===== src/rtl/spi_fifo_pkg.sv =====
package spi_fifo_pkg;
  localparam int DW    = 16;
  localparam int DIV_W = 8;

  typedef enum logic [1:0] {
    A_CTRL = 2'd0,
    A_STAT = 2'd1,
    A_DATA = 2'd2,
    A_FLAG = 2'd3
  } reg_addr_e;

  typedef struct packed {
    logic [DIV_W-1:0] div;
    logic [3:0]       spare;
    logic             fifo_mode;
    logic             cpha;
    logic             cpol;
    logic             en;
  } ctrl_t;

  // flag bit positions
  localparam int FB_TNE  = 7;
  localparam int FB_RNF  = 6;
  localparam int FB_TE   = 5;
  localparam int FB_RF   = 4;
  localparam int FB_TERR = 3;
  localparam int FB_RERR = 2;
  localparam int FB_TOVF = 1;
  localparam int FB_ROVF = 0;
endpackage


===== src/rtl/spi_fifo.sv =====
module spi_fifo #(
  parameter int DW    = 16,
  parameter int DEPTH = 8,
  parameter int CW    = $clog2(DEPTH + 1)
) (
  input  logic          clk_i,
  input  logic          rst_ni,
  input  logic          clr_i,
  input  logic          push_i,
  input  logic [DW-1:0] data_i,
  input  logic          pop_i,
  output logic [DW-1:0] data_o,
  output logic [CW-1:0] count_o,
  output logic          drop_o
);
  localparam int AW = (DEPTH > 1) ? $clog2(DEPTH) : 1;

  logic [DW-1:0] mem [DEPTH];
  logic [AW-1:0] wp_q, rp_q;
  logic [CW-1:0] cnt_q;
  logic          full, empty, do_push, do_pop;

  function automatic logic [AW-1:0] nxt(input logic [AW-1:0] p);
    return (p == AW'(DEPTH - 1)) ? '0 : p + 1'b1;
  endfunction

  assign full    = (cnt_q == CW'(DEPTH));
  assign empty   = (cnt_q == '0);
  assign do_push = push_i & ~full & ~clr_i;
  assign do_pop  = pop_i & ~empty & ~clr_i;
  assign drop_o  = push_i & full & ~clr_i;
  assign data_o  = mem[rp_q];
  assign count_o = cnt_q;

  always_ff @(posedge clk_i or negedge rst_ni) begin
    if (!rst_ni) begin
      wp_q  <= '0;
      rp_q  <= '0;
      cnt_q <= '0;
    end else if (clr_i) begin
      wp_q  <= '0;
      rp_q  <= '0;
      cnt_q <= '0;
    end else begin
      if (do_push) wp_q <= nxt(wp_q);
      if (do_pop)  rp_q <= nxt(rp_q);
      cnt_q <= cnt_q + CW'(do_push) - CW'(do_pop);
    end
  end

  always_ff @(posedge clk_i) begin
    if (do_push) mem[wp_q] <= data_i;
  end
endmodule


===== src/rtl/spi_shift_engine.sv =====
module spi_shift_engine #(
  parameter int DW    = 16,
  parameter int DIV_W = 8
) (
  input  logic             clk_i,
  input  logic             rst_ni,
  input  logic             en_i,
  input  logic             cpol_i,
  input  logic             cpha_i,
  input  logic [DIV_W-1:0] div_i,
  input  logic             tx_valid_i,
  input  logic [DW-1:0]    tx_data_i,
  output logic             tx_pop_o,
  output logic             rx_push_o,
  output logic [DW-1:0]    rx_data_o,
  input  logic             miso_i,
  output logic             ss_o,
  output logic             sclk_o,
  output logic             mosi_o
);
  localparam int LAST = 2 * DW;
  localparam int EW   = $clog2(LAST + 1);

  logic             active_q, phase_q, mosi_q;
  logic [DIV_W-1:0] div_cnt_q;
  logic [EW-1:0]    edge_q;
  logic [DW-1:0]    tx_sh_q, rx_sh_q;
  logic             tick, at_end, load, stop;

  assign tick   = active_q && (div_cnt_q == div_i);
  assign at_end = tick && (edge_q == EW'(LAST));
  assign load   = en_i && tx_valid_i && (!active_q || at_end);
  assign stop   = at_end && !tx_valid_i;

  always_ff @(posedge clk_i or negedge rst_ni) begin
    if (!rst_ni) begin
      active_q  <= 1'b0;
      phase_q   <= 1'b0;
      mosi_q    <= 1'b0;
      div_cnt_q <= '0;
      edge_q    <= '0;
      tx_sh_q   <= '0;
      rx_sh_q   <= '0;
    end else if (!en_i) begin
      active_q  <= 1'b0;
      phase_q   <= 1'b0;
      mosi_q    <= 1'b0;
      div_cnt_q <= '0;
      edge_q    <= '0;
      tx_sh_q   <= '0;
      rx_sh_q   <= '0;
    end else if (load) begin
      active_q  <= 1'b1;
      phase_q   <= 1'b0;
      div_cnt_q <= '0;
      edge_q    <= '0;
      mosi_q    <= tx_data_i[DW-1];
      // phase 0 already presents the MSB, so the register holds the rest
      tx_sh_q   <= cpha_i ? tx_data_i : {tx_data_i[DW-2:0], 1'b0};
    end else if (stop) begin
      active_q  <= 1'b0;
      div_cnt_q <= '0;
      edge_q    <= '0;
    end else if (active_q) begin
      if (tick) begin
        div_cnt_q <= '0;
        edge_q    <= edge_q + 1'b1;
        phase_q   <= ~phase_q;
        if (edge_q[0] == cpha_i) begin
          rx_sh_q <= {rx_sh_q[DW-2:0], miso_i};
        end else begin
          mosi_q  <= tx_sh_q[DW-1];
          tx_sh_q <= {tx_sh_q[DW-2:0], 1'b0};
        end
      end else begin
        div_cnt_q <= div_cnt_q + 1'b1;
      end
    end
  end

  assign tx_pop_o  = load;
  assign rx_push_o = at_end;
  assign rx_data_o = rx_sh_q;
  assign ss_o      = ~active_q;
  assign sclk_o    = cpol_i ^ phase_q;
  assign mosi_o    = mosi_q;
endmodule


===== src/rtl/spi_irq_flags.sv =====
module spi_irq_flags #(
  parameter int DEPTH   = 8,
  parameter int CW      = $clog2(DEPTH + 1),
  parameter int TX_LOW  = 2,
  parameter int RX_HIGH = 6
) (
  input  logic          clk_i,
  input  logic          rst_ni,
  input  logic          en_i,
  input  logic          fifo_mode_i,
  input  logic [CW-1:0] tx_cnt_i,
  input  logic [CW-1:0] rx_cnt_i,
  input  logic          tx_drop_i,
  input  logic          rx_drop_i,
  input  logic          clr_we_i,
  input  logic [7:0]    clr_bits_i,
  output logic [7:0]    flags_o,
  output logic          irq_o
);
  logic [3:0] cond, cond_prev_q, pend_q, pend_clr;
  logic       terr_q, rerr_q, tovf_q, rovf_q;
  logic [7:0] clr;

  assign cond = {tx_cnt_i <= CW'(TX_LOW), rx_cnt_i >= CW'(RX_HIGH),
                 tx_cnt_i == '0, rx_cnt_i == CW'(DEPTH)};
  assign clr      = clr_we_i ? clr_bits_i : 8'h00;
  assign pend_clr = clr[7:4];

  always_ff @(posedge clk_i or negedge rst_ni) begin
    if (!rst_ni) begin
      cond_prev_q <= '0;
      pend_q      <= '0;
      terr_q      <= 1'b0;
      rerr_q      <= 1'b0;
      tovf_q      <= 1'b0;
      rovf_q      <= 1'b0;
    end else if (!en_i) begin
      cond_prev_q <= '0;
      pend_q      <= '0;
      terr_q      <= 1'b0;
      rerr_q      <= 1'b0;
      tovf_q      <= 1'b0;
      rovf_q      <= 1'b0;
    end else begin
      cond_prev_q <= cond;
      if (fifo_mode_i) pend_q <= (pend_q & ~pend_clr) | (cond & ~cond_prev_q);
      else             pend_q <= cond;
      // a new loss wins over a simultaneous clear
      terr_q <= (terr_q & ~clr[3]) | tx_drop_i;
      rerr_q <= (rerr_q & ~clr[2]) | rx_drop_i;
      tovf_q <= (tovf_q & ~clr[1]) | (tx_drop_i & terr_q);
      rovf_q <= (rovf_q & ~clr[0]) | (rx_drop_i & rerr_q);
    end
  end

  assign flags_o = {pend_q, terr_q, rerr_q, tovf_q, rovf_q};
  assign irq_o   = |flags_o;
endmodule


===== src/rtl/spi_fifo_master.sv =====
module spi_fifo_master
  import spi_fifo_pkg::*;
#(
  parameter int DEPTH   = 8,
  parameter int TX_LOW  = 2,
  parameter int RX_HIGH = 6
) (
  input  logic        clk_i,
  input  logic        rst_ni,
  input  logic [1:0]  addr_i,
  input  logic        wr_i,
  input  logic        rd_i,
  input  logic [15:0] wdata_i,
  output logic [15:0] rdata_o,
  output logic        ss_o,
  output logic        sclk_o,
  output logic        mosi_o,
  input  logic        miso_i,
  output logic        irq_o
);
  localparam int CW = $clog2(DEPTH + 1);

  ctrl_t         ctrl_q;
  logic          armed_q;
  logic          en_q, cpol_q, cpha_q, fifo_mode_q;
  logic          wr_data, rd_data, wr_ctrl, wr_flag, rd_stat, tx_accept;
  logic [CW-1:0] tx_cnt, rx_cnt;
  logic [DW-1:0] tx_head, rx_head, rx_word;
  logic          tx_pop, rx_push, tx_drop, rx_drop;
  logic [7:0]    flags;
  logic [15:0]   stat;

  assign en_q        = ctrl_q.en;
  assign cpol_q      = ctrl_q.cpol;
  assign cpha_q      = ctrl_q.cpha;
  assign fifo_mode_q = ctrl_q.fifo_mode;

  assign wr_ctrl   = wr_i && (addr_i == A_CTRL);
  assign wr_data   = wr_i && (addr_i == A_DATA);
  assign wr_flag   = wr_i && (addr_i == A_FLAG);
  assign rd_data   = rd_i && (addr_i == A_DATA);
  assign rd_stat   = rd_i && (addr_i == A_STAT);
  assign tx_accept = wr_data && en_q && (fifo_mode_q || armed_q);

  always_ff @(posedge clk_i or negedge rst_ni) begin
    if (!rst_ni) ctrl_q <= '0;
    else if (wr_ctrl) ctrl_q <= ctrl_t'(wdata_i);
  end

  // single-buffer handshake: status read with TX empty arms one write
  always_ff @(posedge clk_i or negedge rst_ni) begin
    if (!rst_ni) armed_q <= 1'b0;
    else if (!en_q) armed_q <= 1'b0;
    else if (tx_accept && !fifo_mode_q) armed_q <= 1'b0;
    else if (rd_stat && (tx_cnt == '0)) armed_q <= 1'b1;
  end

  spi_fifo #(.DW(DW), .DEPTH(DEPTH), .CW(CW)) u_tx_fifo (
    .clk_i, .rst_ni, .clr_i(!en_q), .push_i(tx_accept), .data_i(wdata_i),
    .pop_i(tx_pop), .data_o(tx_head), .count_o(tx_cnt), .drop_o(tx_drop)
  );

  spi_fifo #(.DW(DW), .DEPTH(DEPTH), .CW(CW)) u_rx_fifo (
    .clk_i, .rst_ni, .clr_i(!en_q), .push_i(rx_push), .data_i(rx_word),
    .pop_i(rd_data), .data_o(rx_head), .count_o(rx_cnt), .drop_o(rx_drop)
  );

  spi_shift_engine #(.DW(DW), .DIV_W(DIV_W)) u_engine (
    .clk_i, .rst_ni, .en_i(en_q), .cpol_i(cpol_q), .cpha_i(cpha_q),
    .div_i(ctrl_q.div), .tx_valid_i(tx_cnt != '0), .tx_data_i(tx_head),
    .tx_pop_o(tx_pop), .rx_push_o(rx_push), .rx_data_o(rx_word),
    .miso_i, .ss_o, .sclk_o, .mosi_o
  );

  spi_irq_flags #(.DEPTH(DEPTH), .CW(CW), .TX_LOW(TX_LOW), .RX_HIGH(RX_HIGH)) u_flags (
    .clk_i, .rst_ni, .en_i(en_q), .fifo_mode_i(fifo_mode_q),
    .tx_cnt_i(tx_cnt), .rx_cnt_i(rx_cnt), .tx_drop_i(tx_drop), .rx_drop_i(rx_drop),
    .clr_we_i(wr_flag), .clr_bits_i(wdata_i[7:0]), .flags_o(flags), .irq_o
  );

  always_comb begin
    stat        = '0;
    stat[0]     = (tx_cnt == '0);
    stat[1]     = (tx_cnt <= CW'(TX_LOW));
    stat[2]     = (rx_cnt == CW'(DEPTH));
    stat[3]     = (rx_cnt >= CW'(RX_HIGH));
    stat[4]     = (rx_cnt != '0);
    stat[5]     = ~ss_o;
    stat[11:8]  = 4'(tx_cnt);
    stat[15:12] = 4'(rx_cnt);
  end

  always_comb begin
    unique case (reg_addr_e'(addr_i))
      A_CTRL:  rdata_o = ctrl_q;
      A_STAT:  rdata_o = stat;
      A_DATA:  rdata_o = rx_head;
      default: rdata_o = {8'h00, flags};
    endcase
  end
endmodule


===== config.mk =====
export PLATFORM = sky130hd
export DESIGN_NAME = spi_fifo_master
export DESIGN_NICKNAME = d
export VERILOG_FILES = /design/src/rtl/spi_fifo_pkg.sv /design/src/rtl/spi_fifo.sv /design/src/rtl/spi_shift_engine.sv /design/src/rtl/spi_irq_flags.sv /design/src/rtl/spi_fifo_master.sv
export SDC_FILE = /design/constraint.sdc
export NUM_CORES = 1
export LEC_CHECK = 0
export CORE_UTILIZATION = 65
export DETAILED_ROUTE_END_ITERATION = 8
export DONT_BUFFER_PORTS = 1
export PLACE_DENSITY = 0.87
export RECOVER_POWER = 25
export SLEW_MARGIN = 20
export SYNTH_ARGS = -nofsm -noshare
export SYNTH_HDL_FRONTEND = slang
export SYNTH_SLANG_ARGS = --single-unit

===== constraint.sdc =====
create_clock -name clk_i -period 6.1 [get_ports clk_i]
set_clock_uncertainty 0.2 [all_clocks]
set_input_delay 0 -clock clk_i [delete_from_list [all_inputs] [get_ports clk_i]]
set_output_delay 0 -clock clk_i [all_outputs]
set_load 0.01 [all_outputs]

==> results.toml, run 1 <==
[floorplan]
core_um2 = 22600
dieArea_um2 = 23600
initial_core_util = 0.663
rows = 55
dieHeight_um = 154
die_w_um = 154
io_pins = 43

[synth]
syn_avg_cell_area_um2 = 16.5
syn-instance-count = 907
netlist_area_um2 = 15000
postSynth.asyncResetShare = 0.277
synth_edf_count = 256
synthFlopType = "edfxtp_1"
yosys_warnings = 0
syn-num-nets = 957
synth.yosys.seq_area_share = 0.678
post_synth_num_cell_types = 58
ys_seq_elements = 354

[global_routing]
grt_overflow = 0
grt_pass1_wl_um = 51700
grtUsageTotal = 0.299
grt_pass1_vias = 8568
grt_max_degree = 99
antenna_found_initial = 0

[final_layout]
layoutNonFillerInstCount = 1256
syn_to_final_growth_pct = 12.0
fillers = 1279
nets = 994
register_area_um2 = 10100
multiInputGateArea_um2 = 4560
final_core_util = 0.742
diodes = 0
drive_gt1_frac = 0.207

[worst_setup_path]
worstSetupStartpointType = "flop"
cp-end-kind = "flop"
timing_worst_setup_path_type = "reg2reg"
critical_path_arrival_ns = 3.88
rr_startpoint = "u_engine.div_cnt_q[0]"
regToRegEndpoint = "u_engine.rx_data_o[0]"
regToRegSetupSlack_ns = 2.48
cp_max_fo = 16
cp.required_ns = 6.36
worstRegToRegCells = 7

[power_and_ir_drop]
p_leak_nw = 5.94
pwr_density_cell_nw_per_um2 = 331
max-vdd-ir-drop_v = 0.000257
power_mw = 5.55

[cts]
htree_levels = 2
clock_latency_ns = 0.53
root_buffer = "clkbuf_16"
post_cts_resized = 0
cts_buffers = 36
clk_pin_slew_ns = 0.06
clk_path_buf_depth = 3
clkSinkCount = 354
cts_tree = "yes"

[timing]
whs_ns = 0.0177
setup_viol = 0
rsz0062_at_grt = "false"
hold_viol_final = 0
tightestPinTransition_ns = 0.957
period_minus_slack_ns = 3.62
drv_slew = 0
post-route-period-util = 0.594
slew_headroom = 0.362
tns_ns = 0
fmax_mhz = 276

[min_path]
holdPathEnd = "rdata_o[0]"
min_path_type = "in2out"
min_path_cells = 1
min_from = "addr_i[1]"

[run]
max_cap_violations = 0

[detailed_routing]
wl_per_cell_um = 27.0
post-route-drc-count = 0
drt-total-wl_um = 33900
drtPass1Iterations = 5
drt_iter0_markers = 880
via_count = 8481
viasPerCell = 6.75
postRouteAntennaNets = 0

[placed_design]
gp_congestion = 0.853
portBuffers = 0
dpl.cell_count = 1164
hpwl_um = 19300

[run_status]
status = "finished, final reports clean"
[power breakdown]
group          switching (mW)  internal (mW)  total [mW]
Combinational           0.367          0.294       0.662
Clock                   0.911           1.22        2.13
Sequential             0.0976           2.66        2.76
[metal layers]
layer,part of all wire,up-vias,track usage
li1,-,3580,-
met1,0.38,4381,0.390
met2,0.51,442,0.512
met3,0.079,78,0.0521
met4,0.030,0,0.105
met5,0,-,0
[registers in the layout, summed over array words and instances, names as in the netlist, 4 cells and up]
register and count:
u_rx_fifo.mem 128, u_tx_fifo.mem 128, u_engine.rx_data_o 16, u_engine.tx_sh_q 16
ctrl_q 12, u_engine.div_cnt_q 8, u_engine.edge_q 6, u_flags.cond_prev_q 4
u_flags.pend_q 4, u_rx_fifo.count_o 4, u_tx_fifo.count_o 4
[worst max-delay path by stage]
stage	from	end	slack (ns)	cells past startpoint
after floorplan	en_q	u_tx_fifo.mem[1][0]	2.56	5
after global placement	u_engine.edge_q[0]	u_tx_fifo.count_o[1]	2.72	12
after detailed placement	u_engine.edge_q[0]	u_tx_fifo.count_o[1]	2.61	12
after CTS	u_engine.div_cnt_q[0]	u_engine.rx_data_o[0]	2.49	7
after global routing	u_engine.div_cnt_q[0]	u_engine.rx_data_o[0]	2.31	7
final	u_engine.div_cnt_q[0]	u_engine.rx_data_o[0]	2.48	7
[worst max-delay path, cell delays in order, from the launching register on]
cell and delay [ns]:
dfrtp_1 0.44, xnor2_1 0.21, nand4_1 0.25, or3_1 0.68
nor3_1 0.35, and2_1 0.68, a22o_1 0.22, dlygate4sd3_1 0.53
[cells in the final DEF (no fill, tap or decap), types with 5 or more instances in the layout]
cell	instances
edfxtp_1	256
dfrtp_1	95
mux4_2	69
nand2_1	46
nor2_1	43
mux2i_1	39
clkbuf_16	36
o21ai_0	35
mux2_2	34
ha_1	25
dlygate4sd3_1	25
buf_4	24
a21oi_1	22
inv_1	20
a22o_1	19
xnor2_1	16
a2bb2oi_1	15
nand3_1	11
or2_0	11
clkbuf_1	10
and2_1	9
o22ai_1	9
nand2b_1	7
nor3_1	7
nand4_1	6
clkinv_1	5
nor3_2	5
clkinv_2	5
[cells by family after synthesis]
group                      synth area share
adders and majority gates            0.0236
and+or+nand+nor                      0.0585
DFF                                   0.678
muxes                                 0.156
buffers and inverters                0.0201
xor gates and xnor gates             0.0105
AOI/OAI and AO/OA                    0.0539
[timing repair]
action | in CTS | in global routing
setup buffers | 0 | 0
endpoints found under the hold margin | 264 | 0
hold buffers | 27 | 0
[per-stage QoR]
step,worst slack (ns),area [um^2]
2_1_floorplan,2.56,15000
3_3_place_gp,2.72,15300
3_5_place_dp,2.61,15300
4_1_cts,2.49,16800
5_1_grt,2.31,16800
6_report,2.48,16800
[area by class of cell]
| cell class | count | area share |
|---|---|---|
| sequential | 354 | 0.605 |
| multi-input combinational | 479 | 0.272 |
| clock buffer | 49 | 0.0585 |
| timing repair buffer | 51 | 0.0290 |
| tap | 285 | 0.0213 |
| clock inverter | 16 | 0.00896 |
| inverter | 22 | 0.00493 |
[cell usage after synthesis, types with 2 or more instances]
cell type,count,area (um^2)
mux2i_1,39,390
dfrtp_1,98,2450
inv_1,20,75.1
nand2b_1,7,43.8
o21ai_1,4,20.0
a22o_1,19,166
nor3_1,10,50.1
xnor2_1,16,140
nor2_1,43,161
a2bb2oi_1,15,131
clkbuf_1,32,120
nor3b_1,3,22.5
nand3_1,11,55.1
nor4_1,4,25.0
nand2_1,46,173
o21ai_0,35,175
a21o_1,4,30.0
or2_0,11,68.8
mux4_2,69,1550
nor3_2,2,20.0
ha_1,25,313
fa_1,2,40.0
or3_1,4,25.0
a21oi_1,22,110
and2_1,9,56.3
xor2_1,2,17.5
or2_1,3,18.8
edfxtp_1,256,7690
nand4_1,6,37.5
nand3b_1,2,15.0
buf_4,2,15.0
buf_1,6,22.5
buf_2,12,60.1
o22ai_1,9,56.3
mux2_2,34,383
and3_1,3,18.8
No activity file was read; power rests on OpenSTA's default activity.
==> run 2: changes to the inputs <==
--- a/config.mk
+++ b/config.mk
@@ -5,10 +5,10 @@
 export SDC_FILE = /design/constraint.sdc
 export NUM_CORES = 1
 export LEC_CHECK = 0
-export CORE_UTILIZATION = 65
+export CORE_UTILIZATION = 63
 export DETAILED_ROUTE_END_ITERATION = 8
 export DONT_BUFFER_PORTS = 1
-export PLACE_DENSITY = 0.87
+export PLACE_DENSITY = 0.85
 export RECOVER_POWER = 25
 export SLEW_MARGIN = 20
 export SYNTH_ARGS = -nofsm -noshare
==> constraint.sdc (replaced) <==
create_clock -name clk_i -period 3.4 [get_ports clk_i]
set_clock_uncertainty 0.2 [all_clocks]
set_input_delay 0 -clock clk_i [delete_from_list [all_inputs] [get_ports clk_i]]
set_output_delay 0 -clock clk_i [all_outputs]
set_load 0.01 [all_outputs]
==> run 2 against run 1 <==
The run now ends with negative hold slack left. Sequential power rose by 79%. Highest routed layer is now met5. Routed wire length fell by 2.6%. First-iteration DRC count fell by 9.3%. Core utilization fell by 1.6 points. Largest cell class unchanged. Flip-flop and latch count did not move. Power rose by 82%. Worst setup slack got worse by 2.3 ns. Via count fell by 1.7%. Combinational power rose by 83%. Largest power group unchanged. Clock power rose by 84%. Critical path depth rose by 2. Critical path type unchanged.
==> results.toml, run 2 (synthesis results as in run 1) <==
[run_status]
status = "complete, but fails checks"
violations = "negative hold slack"

[timing]
period_minus_slack_ns = 3.22
tightestPinTransition_ns = 0.965
slew_headroom = 0.357
finalWorstSetupSlack_ns = 0.176
tns_ns = 0
post-route-period-util = 0.948
hold_viol_final = 1
rsz0062_at_grt = "false"
fmax_mhz = 310
whs_ns = -0.0119
drv_slew = 0
setup_viol = 0

[final_layout]
layout_commonest_cell = "edfxtp_1"
final_area_um2 = 17000
syn_to_final_growth_pct = 13.6
nets = 1008
reg_top3 = "u_rx_fifo.mem (128), u_tx_fifo.mem (128)"
drive_gt1_frac = 0.218
layoutNonFillerInstCount = 1305
final_cell_mix = "256 x edfxtp_1, 96 x dfrtp_1, 69 x mux4_2"
final_core_util = 0.726

[global_routing]
antenna_found_initial = 2
grt_pass1_wl_um = 50500
grt_pass1_vias = 8484
grt_max_degree = 99
grt_overflow = 0
grtUsageTotal = 0.286

[worst_setup_path]
critPathMaxStageDelay_ns = 0.59
regToRegSetupSlack_ns = 0.18
cp-end-kind = "flop"
timing_worst_setup_path_type = "reg2reg"
cp.required_ns = 3.40
worstPathCellList = "inv_1 -> ha_1 -> nand2_1 -> or4_4 -> or4_1 -> nor3_4 -> nand2b_1 -> nor2_1 -> buf_4"
worstSetupStartpointType = "flop"
slowest_stage = "or4_1"
cp_max_fo = 13
critical_path_arrival_ns = 3.22

[power_and_ir_drop]
power_mw = 10.1
max-vdd-ir-drop_v = 0.000463
pwr_density_cell_nw_per_um2 = 593
p_leak_nw = 6.08

[floorplan]
io_pins = 43
initial_core_util = 0.639
dieHeight_um = 156
dieArea_um2 = 24400
die_w_um = 156
core_um2 = 23400
rows = 56

[cts]
clock_latency_ns = 0.52
clk_pin_slew_ns = 0.06
clk_path_buf_depth = 3
cts_buffers = 35
cts_tree = "yes"
clkSinkCount = 354
htree_levels = 2
root_buffer = "clkbuf_16"

[detailed_routing]
drt_iter0_markers = 798
drtPass1Iterations = 6
post-route-drc-count = 0
drt-total-wl_um = 33100
viasPerCell = 6.39
via_count = 8333
postRouteAntennaNets = 0
wl_per_cell_um = 25.3

[placed_design]
portBuffers = 0
place_ws_ns = 0.226
gp_congestion = 0.818
dpl.cell_count = 1214
hpwl_um = 20900
place_area_um2 = 15500

[min_path]
min_path_type = "in2reg"

[run]
max_cap_violations = 0
==> run 2: per-layer routing <==
layer	part of all wire	vias to the layer above	track usage
li1	-	3619	-
met1	0.39	4280	0.383
met2	0.50	360	0.471
met3	0.085	72	0.0639
met4	0.028	2	0.0915
met5	0.00024	-	0
==> run 2: path summary, 6_finish.rpt <==
check,start,endpoint,depth (start not counted)
max in group asynchronous,rst_ni,u_engine.rx_data_o[6],3
worst min register to register,u_engine.tx_sh_q[0],u_engine.tx_sh_q[0],2
worst min-delay path,wr_i,en_q,3
min in group asynchronous,rst_ni,u_engine.tx_sh_q[8],3
worst max register to register,u_engine.edge_q[0],u_rx_fifo.mem[4][7],9
worst max-delay path,u_engine.edge_q[0],u_rx_fifo.mem[4][7],9
==> run 2: repair_timing <==
action / in CTS / in global routing
setup endpoints to repair: 0 / 0
hold buffers: 26 / 0
endpoints found under the hold margin: 264 / 0
resized for setup: 0 / 0
buffers inserted: 0 / 0
==> run 2: critical path: cells and delay by family, from the launching register on <==
kind / cells / cell delay (ns)
AND/OR/NAND/NOR: 6 / 1.74
flip-flops: 1 / 0.43
buffers and inverters: 2 / 0.37
adder cells (fa/ha/maj): 1 / 0.15
==> run 2: final cells by class <==
type	instances	area, um^2
clock buffer	46	968
clock inverter	17	195
inverter	22	82.6
antenna	2	5.00
timing repair buffer	66	628
fill	1379	6410
multi-input combinational	479	4570
sequential	354	10100
tap	319	399
==> run 2: power breakdown <==
group | switching, mW | leakage, nW | total (mW) | internal [mW]
sequential | 0.167 | 3.69 | 4.94 | 4.78
clock | 1.60 | 0.567 | 3.92 | 2.32
combinational | 0.658 | 1.82 | 1.21 | 0.557
==> run 3: changes to the inputs <==
--- a/config.mk
+++ b/config.mk
@@ -5,12 +5,13 @@
 export SDC_FILE = /design/constraint.sdc
 export NUM_CORES = 1
 export LEC_CHECK = 0
-export CORE_UTILIZATION = 63
+export CORE_UTILIZATION = 64
 export DETAILED_ROUTE_END_ITERATION = 8
 export DONT_BUFFER_PORTS = 1
-export PLACE_DENSITY = 0.85
+export PLACE_DENSITY = 0.86
 export RECOVER_POWER = 25
 export SLEW_MARGIN = 20
 export SYNTH_ARGS = -nofsm -noshare
 export SYNTH_HDL_FRONTEND = slang
+export SYNTH_HIERARCHICAL = 1
 export SYNTH_SLANG_ARGS = --single-unit
==> run 3 against run 2 <==
The run now ends clean. Critical path type unchanged. Maximum frequency increased by 2.6%. Combinational power decreased by 57%. Die area is 4.0% higher. Area after synthesis increased by 5.7%. Via count grew 8.4%. Synthesized cell count up 4.3%. Critical path depth stayed put. Critical endpoint is now u_rx_fifo/mem[2][7].
==> results.toml, run 3 <==
[worst_setup_path]
worstRegToRegCells = 9
worst-path-buf-inv = 2
slowest_stage = "dfrtp_1"
cp-end-kind = "flop"
timing_worst_setup_path_type = "reg2reg"
cp_num_cells = 9
cp_top_family = "simple AND/OR/NAND/NOR gates"
cp.required_ns = 3.39
critical_path_arrival_ns = 3.14
cp_max_fo = 15
worstPathCellList = "xor2_1 -> nor3_4 -> nand3_1 -> nor2_1 -> buf_4 -> nand2b_1 -> or3_1 -> nor2_1 -> buf_4"
critPathMaxStageDelay_ns = 0.44
worstSetupStartpointType = "flop"

[power_and_ir_drop]
max-vdd-ir-drop_v = 0.000460
pwr_density_cell_nw_per_um2 = 515
p_leak_nw = 6.19

[final_layout]
fillers = 1378
reg_top3 = "u_rx_fifo/mem (128), u_tx_fifo/mem (128)"
drive_gt1_frac = 0.203
final_cell_mix = "256 x edfxtp_1, 98 x dfrtp_1, 58 x mux4_1"
syn_to_final_growth_pct = 12.0
nets = 1057
register_area_um2 = 10100
layoutNonFillerInstCount = 1362
multiInputGateArea_um2 = 5250
layout_commonest_cell = "edfxtp_1"

[floorplan]
core_um2 = 24200
initial_core_util = 0.652
io_pins = 43
die_w_um = 159
dieHeight_um = 159
dieArea_um2 = 25300
rows = 57

[run_status]
status = "finished, final reports clean"

[cts]
clock_latency_ns = 0.54
root_buffer = "clkbuf_16"
post_cts_buffers = 0
cts_tree = "yes"
htree_levels = 2
clk_path_buf_depth = 3
clkSinkCount = 354
clk_pin_slew_ns = 0.06
cts_buffers = 36

[synth]
yosys.area.top_type = "edfxtp_1"
yosys-top-cells-count = "256 x edfxtp_1, 98 x dfrtp_1, 58 x mux4_1"
post-synth-top-count-cell = "edfxtp_1"
synthFlopType = "edfxtp_1"
synth.yosys.seq_area_share = 0.641
synth_edf_count = 256
synth_area_leaders = "edfxtp_1 49%, dfrtp_1 16%, mux4_1 9.6%"
netlist_area_um2 = 15800
syn-num-nets = 994
post_synth_num_cell_types = 65
yosys_warnings = 6
syn_avg_cell_area_um2 = 16.7
postSynth.asyncResetShare = 0.277
synth_top_area_share = 0.486
ys_seq_elements = 354
syn-instance-count = 946

[run]
max_cap_violations = 0

[timing]
fmax_mhz = 318
rsz0062_at_grt = "false"
post-route-period-util = 0.924
slew_headroom = 0.266
period_minus_slack_ns = 3.14
setup_viol = 0
tns_ns = 0
drv_slew = 0
tightestPinTransition_ns = 1.10
hold_viol_final = 0

[detailed_routing]
drtPass1Iterations = 6
viasPerCell = 6.63
post-route-drc-count = 0
postRouteAntennaNets = 0
via_count = 9034
drt_iter0_markers = 916
wl_per_cell_um = 26.5
drt-total-wl_um = 36100

[placed_design]
dpl.cell_count = 1268
gp_congestion = 0.862
hpwl_um = 21000
portBuffers = 0

[global_routing]
grt_pass1_vias = 9340
grtUsageTotal = 0.297
grt_overflow = 0
grt_pass1_wl_um = 55900
grt_max_degree = 99
antenna_found_initial = 1

[min_path]
min_path_cells = 3
min_path_type = "in2reg"
## run 3: changes by cell type after synthesis, moves of 15 or more
cell / before / now
nor2b_1: 1 / 29
mux4_2: 69 / 10
mux4_1: 0 / 58
a221oi_1: 0 / 17
a2bb2oi_1: 15 / 0
a22o_1: 19 / 2
## run 3: worst min-delay path: stages
cell           delay [ns]
dlygate4sd3_1        0.52
mux2i_1              0.08
nor2_1               0.09
## run 3: logic make-up after synthesis
logic type,after synthesis,share of synthesized area
AO/OA/AOI/OAI,107,0.0498
XOR/XNOR,16,0.00886
adder cells (fa/ha/maj),25,0.0207
buffers and inverters,76,0.0283
flip-flops,354,0.641
multiplexers,161,0.176
AND/OR/NAND/NOR,207,0.0752
## run 3: repair_timing
| action | 4_1_cts | 5_1_grt |
|---|---|---|
| resized for setup | 0 | 0 |
| setup endpoints to repair | 0 | 0 |
| endpoints found under the hold margin | 266 | 0 |
| hold buffers | 27 | 0 |
## run 3: final timing paths
path,start,end,slack (ns)
worst max-delay path,u_engine/div_cnt_q[2],u_rx_fifo/mem[2][7],0.26
worst min-delay path,miso_i,u_engine/rx_data_o[0],0.0003
worst max register to register,u_engine/div_cnt_q[2],u_rx_fifo/mem[2][7],0.26
worst min register to register,ctrl_q[6],ctrl_q[6],0.33
max in group asynchronous,rst_ni,u_engine/div_cnt_q[2],2.10
min in group asynchronous,rst_ni,ctrl_q[6],0.53
## run 3: final cells by class
cell class / count / share of cell area
well taps: 324 / 0.0229
diodes: 1 / 0.000141
flip-flops and latches: 354 / 0.573
repair buffers: 75 / 0.0366
clock inverters: 11 / 0.00650
clock buffers: 55 / 0.0594
inverters: 26 / 0.00551
multi-input cells: 516 / 0.296
## run 3: metal layers
metal | GRT usage | part of all wire | vias to the layer above
met5 | 0 | 0 | -
met1 | 0.376 | 0.37 | 4577
met2 | 0.504 | 0.51 | 474
met3 | 0.0524 | 0.071 | 110
met4 | 0.137 | 0.047 | 0
li1 | - | - | 3873
## run 3: where the power goes
group / internal, mW / switching [mW] / total, mW / leakage [nW]
sequential: 4.67 / 0.0552 / 4.73 / 3.41
combinational: 0.193 / 0.323 / 0.515 / 2.21
clock: 2.24 / 1.63 / 3.87 / 0.569
## run 3: through the flow
stage | cell area, um^2 | hold slack (ns) | setup WS, ns | power (mW) | util
finish | 17700 | 0.000290 | 0.257 | 9.11 | 0.730
global route | 17700 | 0.00918 | 0.0633 | 9.36 | 0.730
CTS | 17700 | 0.00177 | 0.292 | 9.15 | 0.730
detailed placement | 16200 | -0.490 | 0.308 | 5.23 | 0.670
global placement | 16200 | -0.490 | 0.394 | 5.22 | 0.670
floorplan | 15800 | -0.496 | 0.0775 | 5.12 | -
